--- src/rtl/mw_pkg.sv ---
// Package: shared opcode constants and state encodings for the serial EEPROM controller.
// Assumes a device command of start bit, 2-bit opcode and word address.
package mw_pkg;

    localparam logic [1:0] OPC_EXT   = 2'b00;
    localparam logic [1:0] OPC_WRITE = 2'b01;
    localparam logic [1:0] OPC_READ  = 2'b10;

    typedef enum logic [2:0] {
        E_IDLE, E_SETUP, E_HIGH, E_TAIL, E_GAP
    } eng_st_e;

    typedef enum logic [3:0] {
        S_IDLE, S_EWEN, S_WGET, S_RD, S_ROUT, S_WR, S_POLL, S_GAP, S_EWDS, S_FIN
    } ctl_st_e;

endpackage

--- src/rtl/mw_bit_engine.sv ---
// Bit engine: sends one chip-select frame of up to FRAME_W bits, MSB first.
// It raises chip select, waits one phase, then for each bit holds data with the
// clock low for PRESCALE clocks and with the clock high for PRESCALE clocks.
// The device output is sampled on the rising clock edge. The frame ends with a
// low tail phase, chip select low, and a gap phase before done.
// Assumes start is pulsed only while the engine is idle; rx keeps the last DATA_W samples.
module mw_bit_engine
    import mw_pkg::*;
#(
    parameter int PRESCALE = 4,
    parameter int FRAME_W  = 25,
    parameter int DATA_W   = 16,
    localparam int NB_W    = $clog2(FRAME_W + 1),
    localparam int PH_W    = $clog2(PRESCALE + 1)
) (
    input  logic               clk,
    input  logic               rst_n,
    input  logic               start,
    input  logic [NB_W-1:0]    nbits,
    input  logic [FRAME_W-1:0] tx,
    input  logic               dout,
    output logic               cs,
    output logic               sck,
    output logic               din,
    output logic               done,
    output logic [DATA_W-1:0]  rx
);

    eng_st_e            st;
    logic [PH_W-1:0]    ph;
    logic [NB_W-1:0]    left;
    logic [FRAME_W-1:0] sh;
    logic               ph_end;

    assign ph_end = (ph == PH_W'(PRESCALE - 1));

    // Frame sequencer: phase timing, bit shifting and sampling.
    always_ff @(posedge clk) begin
        if (!rst_n) begin
            st   <= E_IDLE;
            ph   <= '0;
            left <= '0;
            sh   <= '0;
            cs   <= 1'b0;
            sck  <= 1'b0;
            din  <= 1'b0;
            done <= 1'b0;
            rx   <= '0;
        end else begin
            done <= 1'b0;
            ph   <= ph_end ? '0 : ph + 1'b1;
            case (st)
                E_IDLE: begin
                    ph <= '0;
                    if (start) begin
                        cs   <= 1'b1;
                        din  <= tx[FRAME_W-1];
                        sh   <= {tx[FRAME_W-2:0], 1'b0};
                        left <= nbits;
                        st   <= E_SETUP;
                    end
                end
                E_SETUP: if (ph_end) begin
                    sck <= 1'b1;
                    rx  <= {rx[DATA_W-2:0], dout};
                    st  <= E_HIGH;
                end
                E_HIGH: if (ph_end) begin
                    sck <= 1'b0;
                    if (left == NB_W'(1)) begin
                        din <= 1'b0;
                        st  <= E_TAIL;
                    end else begin
                        din  <= sh[FRAME_W-1];
                        sh   <= {sh[FRAME_W-2:0], 1'b0};
                        left <= left - 1'b1;
                        st   <= E_SETUP;
                    end
                end
                E_TAIL: if (ph_end) begin
                    cs <= 1'b0;
                    st <= E_GAP;
                end
                E_GAP: if (ph_end) begin
                    done <= 1'b1;
                    st   <= E_IDLE;
                end
                default: st <= E_IDLE;
            endcase
        end
    end

endmodule

--- src/rtl/mw_lane.sv ---
// Lane unit: picks the addressed byte out of a word and builds the word that
// carries a replacement byte in that lane. Odd offsets use the upper lane.
// Purely combinational.
module mw_lane #(
    parameter int BYTE_W = 8,
    localparam int WORD_W = 2 * BYTE_W
) (
    input  logic [WORD_W-1:0] word,
    input  logic              hi,
    input  logic [BYTE_W-1:0] new_byte,
    output logic [BYTE_W-1:0] byte_out,
    output logic [WORD_W-1:0] merged
);

    // Lane select and lane replace.
    always_comb begin
        byte_out = hi ? word[WORD_W-1:BYTE_W] : word[BYTE_W-1:0];
        merged   = hi ? {new_byte, word[BYTE_W-1:0]} : {word[WORD_W-1:BYTE_W], new_byte};
    end

endmodule

--- src/rtl/mw_eeprom_ctrl.sv ---
// Controller top: maps byte requests onto a word-organised three-wire EEPROM.
// Reads issue one READ frame per byte. Writes are framed by enable/disable
// commands, and each byte does read-modify-write of its word followed by a
// ready poll with a POLL_LIMIT-clock timeout. Out-of-range requests are
// rejected without touching the device.
// Assumes the host holds request fields stable while req_valid is high.
module mw_eeprom_ctrl
    import mw_pkg::*;
#(
    parameter int ADDR_W     = 6,
    parameter int PRESCALE   = 4,
    parameter int POLL_LIMIT = 4096,
    localparam int OFF_W     = ADDR_W + 2
) (
    input  logic             clk,
    input  logic             rst_n,
    input  logic             req_valid,
    output logic             req_ready,
    input  logic             req_write,
    input  logic [OFF_W-1:0] req_offset,
    input  logic [OFF_W-1:0] req_count,
    input  logic             wr_valid,
    output logic             wr_ready,
    input  logic [7:0]       wr_data,
    output logic             rd_valid,
    input  logic             rd_ready,
    output logic [7:0]       rd_data,
    output logic             done,
    output logic             error,
    output logic             ee_cs,
    output logic             ee_sck,
    output logic             ee_din,
    input  logic             ee_dout
);

    localparam int WORDS   = 1 << ADDR_W;
    localparam int BYTES   = 2 * WORDS;
    localparam int HDR_W   = ADDR_W + 3;
    localparam int FRAME_W = HDR_W + 16;
    localparam int NB_W    = $clog2(FRAME_W + 1);
    localparam int CT_W    = $clog2(POLL_LIMIT + PRESCALE + 1);

    ctl_st_e            st;
    logic [OFF_W-1:0]   off, left, nxt_off;
    logic               is_wr, err_q, poll_cs;
    logic [7:0]         wbyte;
    logic [CT_W-1:0]    cnt;
    logic               eng_start, eng_cs, eng_done;
    logic [NB_W-1:0]    eng_nbits;
    logic [FRAME_W-1:0] eng_tx;
    logic [15:0]        eng_rx, merged;
    logic [OFF_W:0]     req_end;
    logic               req_bad;

    // Build one frame: start bit, opcode, address, data.
    function automatic logic [FRAME_W-1:0] mk_frame(logic [1:0] op, logic [ADDR_W-1:0] a,
                                                   logic [15:0] d);
        return {1'b1, op, a, d};
    endfunction

    localparam logic [ADDR_W-1:0] A_EWEN = {2'b11, {(ADDR_W-2){1'b0}}};
    localparam logic [ADDR_W-1:0] A_EWDS = '0;

    assign nxt_off = off + 1'b1;
    assign req_end = {1'b0, req_offset} + {1'b0, req_count};
    assign req_bad = (req_offset >= OFF_W'(BYTES)) || (req_end > (OFF_W+1)'(BYTES));

    assign req_ready = (st == S_IDLE);
    assign wr_ready  = (st == S_WGET);
    assign rd_valid  = (st == S_ROUT);
    assign done      = (st == S_FIN);
    assign error     = done & err_q;
    assign ee_cs     = eng_cs | poll_cs;

    mw_bit_engine #(.PRESCALE(PRESCALE), .FRAME_W(FRAME_W), .DATA_W(16)) u_eng (
        .clk(clk), .rst_n(rst_n), .start(eng_start), .nbits(eng_nbits), .tx(eng_tx),
        .dout(ee_dout), .cs(eng_cs), .sck(ee_sck), .din(ee_din), .done(eng_done),
        .rx(eng_rx)
    );

    mw_lane #(.BYTE_W(8)) u_lane (
        .word(eng_rx), .hi(off[0]), .new_byte(wbyte), .byte_out(rd_data), .merged(merged)
    );

    // Request sequencer: command order, byte stepping, polling and completion.
    always_ff @(posedge clk) begin
        if (!rst_n) begin
            st        <= S_IDLE;
            off       <= '0;
            left      <= '0;
            is_wr     <= 1'b0;
            err_q     <= 1'b0;
            poll_cs   <= 1'b0;
            wbyte     <= '0;
            cnt       <= '0;
            eng_start <= 1'b0;
            eng_nbits <= '0;
            eng_tx    <= '0;
        end else begin
            eng_start <= 1'b0;
            case (st)
                S_IDLE: if (req_valid) begin
                    off   <= req_offset;
                    left  <= req_count;
                    is_wr <= req_write;
                    err_q <= req_bad;
                    if (req_bad || req_count == '0) begin
                        st <= S_FIN;
                    end else if (req_write) begin
                        eng_start <= 1'b1;
                        eng_nbits <= NB_W'(HDR_W);
                        eng_tx    <= mk_frame(OPC_EXT, A_EWEN, 16'h0);
                        st        <= S_EWEN;
                    end else begin
                        eng_start <= 1'b1;
                        eng_nbits <= NB_W'(FRAME_W);
                        eng_tx    <= mk_frame(OPC_READ, req_offset[ADDR_W:1], 16'h0);
                        st        <= S_RD;
                    end
                end
                S_EWEN: if (eng_done) st <= S_WGET;
                S_WGET: if (wr_valid) begin
                    wbyte     <= wr_data;
                    eng_start <= 1'b1;
                    eng_nbits <= NB_W'(FRAME_W);
                    eng_tx    <= mk_frame(OPC_READ, off[ADDR_W:1], 16'h0);
                    st        <= S_RD;
                end
                S_RD: if (eng_done) begin
                    if (is_wr) begin
                        eng_start <= 1'b1;
                        eng_nbits <= NB_W'(FRAME_W);
                        eng_tx    <= mk_frame(OPC_WRITE, off[ADDR_W:1], merged);
                        st        <= S_WR;
                    end else begin
                        st <= S_ROUT;
                    end
                end
                S_ROUT: if (rd_ready) begin
                    off  <= nxt_off;
                    left <= left - 1'b1;
                    if (left == OFF_W'(1)) begin
                        st <= S_FIN;
                    end else begin
                        eng_start <= 1'b1;
                        eng_nbits <= NB_W'(FRAME_W);
                        eng_tx    <= mk_frame(OPC_READ, nxt_off[ADDR_W:1], 16'h0);
                        st        <= S_RD;
                    end
                end
                S_WR: if (eng_done) begin
                    poll_cs <= 1'b1;
                    cnt     <= '0;
                    st      <= S_POLL;
                end
                S_POLL: begin
                    cnt <= cnt + 1'b1;
                    if (ee_dout) begin
                        poll_cs <= 1'b0;
                        cnt     <= '0;
                        st      <= S_GAP;
                    end else if (cnt == CT_W'(POLL_LIMIT - 1)) begin
                        poll_cs <= 1'b0;
                        err_q   <= 1'b1;
                        st      <= S_FIN;
                    end
                end
                S_GAP: begin
                    cnt <= cnt + 1'b1;
                    if (cnt == CT_W'(PRESCALE - 1)) begin
                        off  <= nxt_off;
                        left <= left - 1'b1;
                        if (left == OFF_W'(1)) begin
                            eng_start <= 1'b1;
                            eng_nbits <= NB_W'(HDR_W);
                            eng_tx    <= mk_frame(OPC_EXT, A_EWDS, 16'h0);
                            st        <= S_EWDS;
                        end else begin
                            st <= S_WGET;
                        end
                    end
                end
                S_EWDS: if (eng_done) st <= S_FIN;
                S_FIN: st <= S_IDLE;
                default: st <= S_IDLE;
            endcase
        end
    end

endmodule

--- config.mk ---
export PLATFORM = sky130hd
export DESIGN_NAME = mw_eeprom_ctrl
export DESIGN_NICKNAME = d
export VERILOG_FILES = /design/src/rtl/mw_pkg.sv /design/src/rtl/mw_bit_engine.sv /design/src/rtl/mw_lane.sv /design/src/rtl/mw_eeprom_ctrl.sv
export SDC_FILE = /design/constraint.sdc
export NUM_CORES = 1
export LEC_CHECK = 0
export ABC_AREA = 1
export ABC_CLOCK_PERIOD_IN_PS = 3100
export BUFFER_PORTS_ARGS = -buffer_cell sky130_fd_sc_hd__buf_4
export CAP_MARGIN = 30
export CORE_MARGIN = 8
export CORE_UTILIZATION = 61
export DETAILED_ROUTE_END_ITERATION = 8
export PLACE_DENSITY = 0.92
export SLEW_MARGIN = 40
export SYNTH_ARGS = -nofsm -noshare
export SYNTH_HDL_FRONTEND = slang
export SYNTH_SLANG_ARGS = --single-unit
--- constraint.sdc ---
create_clock -name clk -period 3.1 [get_ports clk]
set_input_delay 0.31 -clock clk [delete_from_list [all_inputs] [get_ports clk]]
set_output_delay 0.31 -clock clk [all_outputs]
set_load 0.02 [all_outputs]
==> results.yml, run 1 <==
route:
  wl_per_cell_um: 14.73
  ant_nets: 0
  vias: 6399
  vias_per_cell: 5.658
  drt_iter0_drc: 694
  wl_um: 16660
  drc: 0
  first_pass_iters: 5
flow_run:
  drv_cap: 0
power_and_ir_drop:
  p_clk_share_pct: 34.0
  pwr-share-comb_pct: 29.3
  p_seq_share_pct: 36.7
  p_sw_mw: 2.148
  ir_drop_uv: 558.6
  power_switching_share_pct: 36.73
  power.internal_mw: 3.701
  power_mw: 5.849
  leakage_nw: 3.295
  powerDensity_nw_per_um2: 784.6
clock_tree:
  clock_latency_ps: 530
  cts-root-buf: "clkbuf_8"
  cts_setup_buffers: 0
  clkTransAtPathRegs_ps: 60
  cts_htree_levels: 4
  ctsResizeCount: 0
  cts_tree: "built"
  holdBufCountCts: 1
  clock_sink_count: 125
  cts_made_buffers: 17
  cts_buffer_depth: 2
synth:
  seq_area_frac_synth_pct: 38.51
  netlist.area_leader.share_pct: 38.51
  synthMostInstantiatedCell: "nand2_1"
  synthTopCellsByCount: "nand2_1, dfxtp_1, nor2_1"
  synth-seq-cells: 125
  synth-edff-count: 0
  synthFlopType: "dfxtp_1"
  syn-cell-area_um2: 6499
  syn_inst: 950
  yosys-top-cells-area: "dfxtp_1, nand2_1, o21ai_0, nor2_1, a21oi_1"
  yosys_warnings: 0
  synth_nets: 998
  netlist-cell-type-count: 40
  avgSynthCellArea_um2: 6.841
  synth_largest_area_cell: "dfxtp_1"
  synthArstFlopShare_pct: 0
placed_design:
  port_buffers: 46
  place_ws_ps: 362.9
  place.gp.congestion: 0.9217
  postPlaceCellArea_um2: 6848
  dp_cells: 1098
  hpwl_um: 11270
worst_setup_path:
  cp-startpoint: "off[0]$_SDFFE_PN0P_"
  slowest_delay_ps: 700
  critPathArrivalTime_ps: 2200
  critPathSlowestCell: "dfxtp_1"
  cp_cell_sequence: "inv_2 -> o21ai_0 -> buf_4"
  cp-start-kind: "register"
  path_class: "reg2out"
  crit_fanout: 37
  crit_required_ps: 2790
  r2r_start: "st[2]$_SDFFE_PN0P_"
  r2r_setup_slack_ps: 660
  end_kind: "output pin"
timing:
  setup_ws_ps: 586.8
  hold_viol: 0
  slew_headroom_pct: 58.59
  fin_setup_tns_ps: 0
  fin_crit_sh_pct: 81.07
  finClkSkew_ps: 6.333
  fin_crit_ps: 2513
  setup_viol: 0
  timing.hold.ws_ps: 63.19
  slew_viol_final: 0
  worst_pin_slew_ps: 620.3
  rsz0062_at_grt: "false"
  maxClockFrequency_mhz: 397.9
global_route:
  overflow: 0
  grt_pass1_vias: 5802
  grt_max_degree: 49
  antenna_found_initial: 0
  track_usage_pct: 23.12
  grt_pass1_wl_um: 27270
final_layout:
  fin_nets: 1030
  fin_util_pct: 72.21
  diodes: 0
  drive_gt1_share_pct: 11.56
  fin_cells: 1131
  syn_to_final_growth_pct: 14.71
  stdcell_area_um2: 7455
floorplan:
  io_pins: 47
  die_h_um: 119.2
  die_w_um: 119.2
  core-area_um2: 10320
  rows: 37
  dieArea_um2: 14210
  start_util_pct: 62.95
hold_path:
  hold_start: "wr_data[5]"
  hold_class: "in2reg"
status:
  status: "finished clean"
-- final timing paths --
check | end | cells past startpoint
setup / recovery | rd_data[5] | 3
hold / removal | wbyte[5]$_SDFFE_PN0P_ | 3
setup reg to reg | eng_tx[17]$_SDFFE_PN0P_ | 10
hold reg to reg | u_eng.ph[0]$_SDFF_PP0_ | 1
-- layout make-up --
| class | count | area, um2 |
|---|---|---|
| Timing Repair Buffer | 52 | 392.9 |
| Fill cell | 816 | 2869 |
| Clock buffer | 18 | 427.9 |
| Inverter | 105 | 396.6 |
| Tap cell | 136 | 170.2 |
| Clock inverter | 14 | 168.9 |
| Sequential cell | 125 | 2502 |
| Multi-Input combinational cell | 681 | 3396 |
-- registers in the layout, summed over array words and instances (netlist names) --
| register | cells |
|---|---|
| cnt | 13 |
| eng_nbits | 2 |
| eng_start | 1 |
| eng_tx | 24 |
| err_q | 1 |
| is_wr | 1 |
| left | 8 |
| off | 7 |
| poll_cs | 1 |
| st | 4 |
| u_eng.cs | 1 |
| u_eng.din | 1 |
| u_eng.done | 1 |
| u_eng.left | 5 |
| u_eng.ph | 3 |
| u_eng.rx | 16 |
| u_eng.sck | 1 |
| u_eng.sh | 24 |
| u_eng.st | 3 |
| wbyte | 8 |
-- kinds of logic (layout without fill, tap and decap cells) --
family	count (synthesis)	after routing	share of synthesized area, %
and+or+nand+nor	421	421	27.42
AOI/OAI and AO/OA	235	235	20.37
buffers and inverters	144	189	9.242
DFF	125	125	38.51
adders and majority gates	17	17	3.389
xor gates and xnor gates	8	8	1.078
-- routing by layer --
layer	share of wire [%]	track usage [%]
met1	44	29.58
met2	46	36.42
met3	7.4	5.527
met4	2.8	10.04
met5	0	0
-- worst max-delay path: cells and delay by family, from the launching register on --
family / cells / cell delay (ps)
DFF: 1 / 700
buffers and inverters: 2 / 600
AOI/OAI and AO/OA: 1 / 360
-- cell usage in the layout, fill, tap and decap left out, types with 3 or more instances in the layout --
cell | netlist | routed
a21oi_1 | 72 | 72
a31oi_1 | 30 | 30
buf_4 | 0 | 51
bufinv_16 | 0 | 3
clkbuf_16 | 0 | 16
clkinv_2 | 0 | 3
clkinvlp_4 | 0 | 5
dfxtp_1 | 125 | 125
ha_1 | 16 | 16
inv_1 | 94 | 93
inv_2 | 10 | 11
nand2_1 | 218 | 218
nand2_2 | 5 | 5
nand3_1 | 40 | 40
nand3b_1 | 3 | 3
nand4_1 | 5 | 5
nor2_1 | 117 | 117
nor2_2 | 4 | 4
nor3_1 | 14 | 14
nor3_2 | 3 | 3
o211ai_1 | 11 | 11
o21ai_0 | 88 | 88
o21ai_1 | 6 | 6
o21bai_1 | 17 | 17
o221ai_1 | 6 | 6
or2_2 | 3 | 3
xor2_1 | 7 | 7
-- power groups by stage --
stage	clock network, mW	logic, mW	registers (mW)
3_5_place_dp	0	1.66	2.16
6_report	1.99	1.71	2.15
3_3_place_gp	0	1.61	2.16
5_1_grt	2.08	1.93	2.19
4_1_cts	2.00	1.69	2.14
2_1_floorplan	0	1.39	2.09
No activity file was read; power rests on OpenSTA's default activity.
==> run 2: changes to the inputs <==
Settings changed: ABC_CLOCK_PERIOD_IN_PS 3100 to 2220, CORE_UTILIZATION 61 to 55, PLACE_DENSITY 0.92 to 0.88.
Clock period 3.1 ns to 2.22 ns, I/O delays scaled along.
==> run 2 against run 1 <==
  * First-iteration DRC count shrank 17%
  * Flip-flop and latch count unchanged
  * Total power is 39% higher
  * Sequential share of layout area shrank 0.55 points
  * Non-clock buffer count is 16 higher
  * Die area up 9.4%
  * Critical endpoint is now st[1]$_SDFFE_PN0P_
  * Highest routed layer unchanged
==> results.yml, run 2 (synthesized netlist as in run 1, its figures left out) <==
power_and_ir_drop:
  p_seq_share_pct: 36.3
  power_switching_share_pct: 36.26
  ir_drop_uv: 607.8
  p_sw_mw: 2.951
  power_mw: 8.136
  p_clk_share_pct: 32.8
  leakage_nw: 3.374
  power.internal_mw: 5.186
  pwr-share-comb_pct: 30.9
  powerDensity_nw_per_um2: 1074
timing:
  fin_crit_ps: 2053
  setup_ws_ps: 166.7
  timing.hold.ws_ps: 84.42
  fin_crit_sh_pct: 92.49
  finClkSkew_ps: 13.87
  worst_pin_slew_ps: 558.9
  slew_headroom_pct: 62.69
  fin_setup_tns_ps: 0
  hold_viol: 0
  maxClockFrequency_mhz: 487.0
  setup_viol: 0
  slew_viol_final: 0
worst_setup_path:
  critPathSlowestCell: "dfxtp_1"
  crit_required_ps: 2490
  slowest_delay_ps: 330
  cp_num_buf_inv: 2
  r2r_start: "st[3]$_SDFFE_PN0P_"
  crit_top_cell: "nand2_1"
  cp-start-kind: "register"
  path_class: "reg2reg"
  cp_cell_sequence: "inv_1 -> nand3_1 -> nor2_1 -> inv_1 -> a31oi_1 -> nand2_1 -> nand2_1 -> nor2_1 -> nand2_1 -> a21oi_1"
  cp-startpoint: "st[3]$_SDFFE_PN0P_"
  end_kind: "register"
  crit_fanout: 5
  cp_top_family: "simple AND/OR/NAND/NOR gates"
  critPathArrivalTime_ps: 2330
global_route:
  antenna_found_initial: 0
  grt_pass1_vias: 5956
  grt_pass1_wl_um: 27640
  overflow: 0
  grt_max_degree: 49
  track_usage_pct: 20.97
clock_tree:
  cts_made_buffers: 17
  clock_sink_count: 125
  cts_htree_levels: 4
  cts_tree: "built"
  clkTransAtPathRegs_ps: 60
  clock_latency_ps: 420
  cts-root-buf: "clkbuf_16"
  cts_buffer_depth: 2
flow_run:
  drv_cap: 0
final_layout:
  multi_input_area_um2: 3408
  mostFrequentLayoutCell: "nand2_1"
  reg_top3: "eng_tx (24), u_eng.sh (24), u_eng.rx (16)"
  drive_gt1_share_pct: 12.97
  regArea_um2: 2502
  fillers: 929
  fin_util_pct: 66.09
  fin_nets: 1046
  diodes: 0
  layout_common_cells: "nand2_1, dfxtp_1, nor2_1, inv_1, o21ai_0"
  syn_to_final_growth_pct: 16.62
route:
  first_pass_iters: 7
  vias_per_cell: 5.518
  drt_iter0_drc: 577
  wl_um: 16340
  vias: 6362
  drc: 0
  wl_per_cell_um: 14.18
  ant_nets: 0
floorplan:
  core-area_um2: 11470
  io_pins: 47
  start_util_pct: 56.67
  dieArea_um2: 15550
  rows: 39
  die_h_um: 124.7
  die_w_um: 124.7
placed_design:
  place.gp.congestion: 0.9751
  hpwl_um: 11520
  place_ws_ps: -232.9
  port_buffers: 46
hold_path:
  hold_start: "wr_data[1]"
  hold_class: "in2reg"
status:
  status: "finished clean"
==> run 2: area by class of cell <==
type | instances | area share (%)
sequential | 125 | 33.02
timing repair buffer | 68 | 6.934
clock inverter | 10 | 1.502
tap | 143 | 2.361
multi-input combinational | 681 | 44.97
inverter | 105 | 5.267
clock buffer | 21 | 5.944
==> run 2: final timing paths <==
path	to	slack, ps	depth (start not counted)
min	wbyte[1]$_SDFFE_PN0P_	80	3
max reg2reg	st[1]$_SDFFE_PN0P_	170	10
max	st[1]$_SDFFE_PN0P_	170	10
min reg2reg	u_eng.ph[0]$_SDFF_PP0_	430	1
==> run 2: timing repair <==
| item | in CTS | in global routing |
|---|---|---|
| hold endpoints to repair | 1 | 0 |
| setup buffers | 0 | 0 |
| resized for setup | 0 | 5 |
| hold buffers | 1 | 0 |
| setup endpoints to repair | 0 | 34 |
==> run 2: routing by layer <==
metal / share of wire (%) / vias to the layer above / wire length (um) / global-route usage (%)
li1: - / 3242 / - / -
met1: 45 / 2916 / 7383 / 26.15
met2: 48 / 178 / 7855 / 34.13
met3: 4.8 / 26 / 778 / 4.511
met4: 2.0 / 0 / 327 / 8.859
met5: 0 / - / 0 / 0
==> run 2: metrics by stage <==
| step | area (um2) | std cells |
|---|---|---|
| 4_1_cts | 7566 | 1153 |
| 2_1_floorplan | 6501 | 950 |
| 6_report | 7579 | 1153 |
| 3_5_place_dp | 6992 | 1121 |
| 3_3_place_gp | 6992 | 1121 |
| 5_1_grt | 7579 | 1153 |
==> run 2: power groups by stage <==
stage / clock network [mW] / logic, mW / registers [mW]
6_report: 2.67 / 2.52 / 2.95
5_1_grt: 2.80 / 2.87 / 2.99
4_1_cts: 2.70 / 2.48 / 2.94
3_5_place_dp: 0 / 2.45 / 2.97
3_3_place_gp: 0 / 2.37 / 2.97
2_1_floorplan: 0 / 1.94 / 2.91
==> run 2: worst reg2reg max path, delay by kind of cell (launching register included) <==
kind                   cells  cell delay [ps]
buffers and inverters      2              260
and+or+nand+nor            6             1000
AOI/OAI and AO/OA          2              310
DFF                        1              330
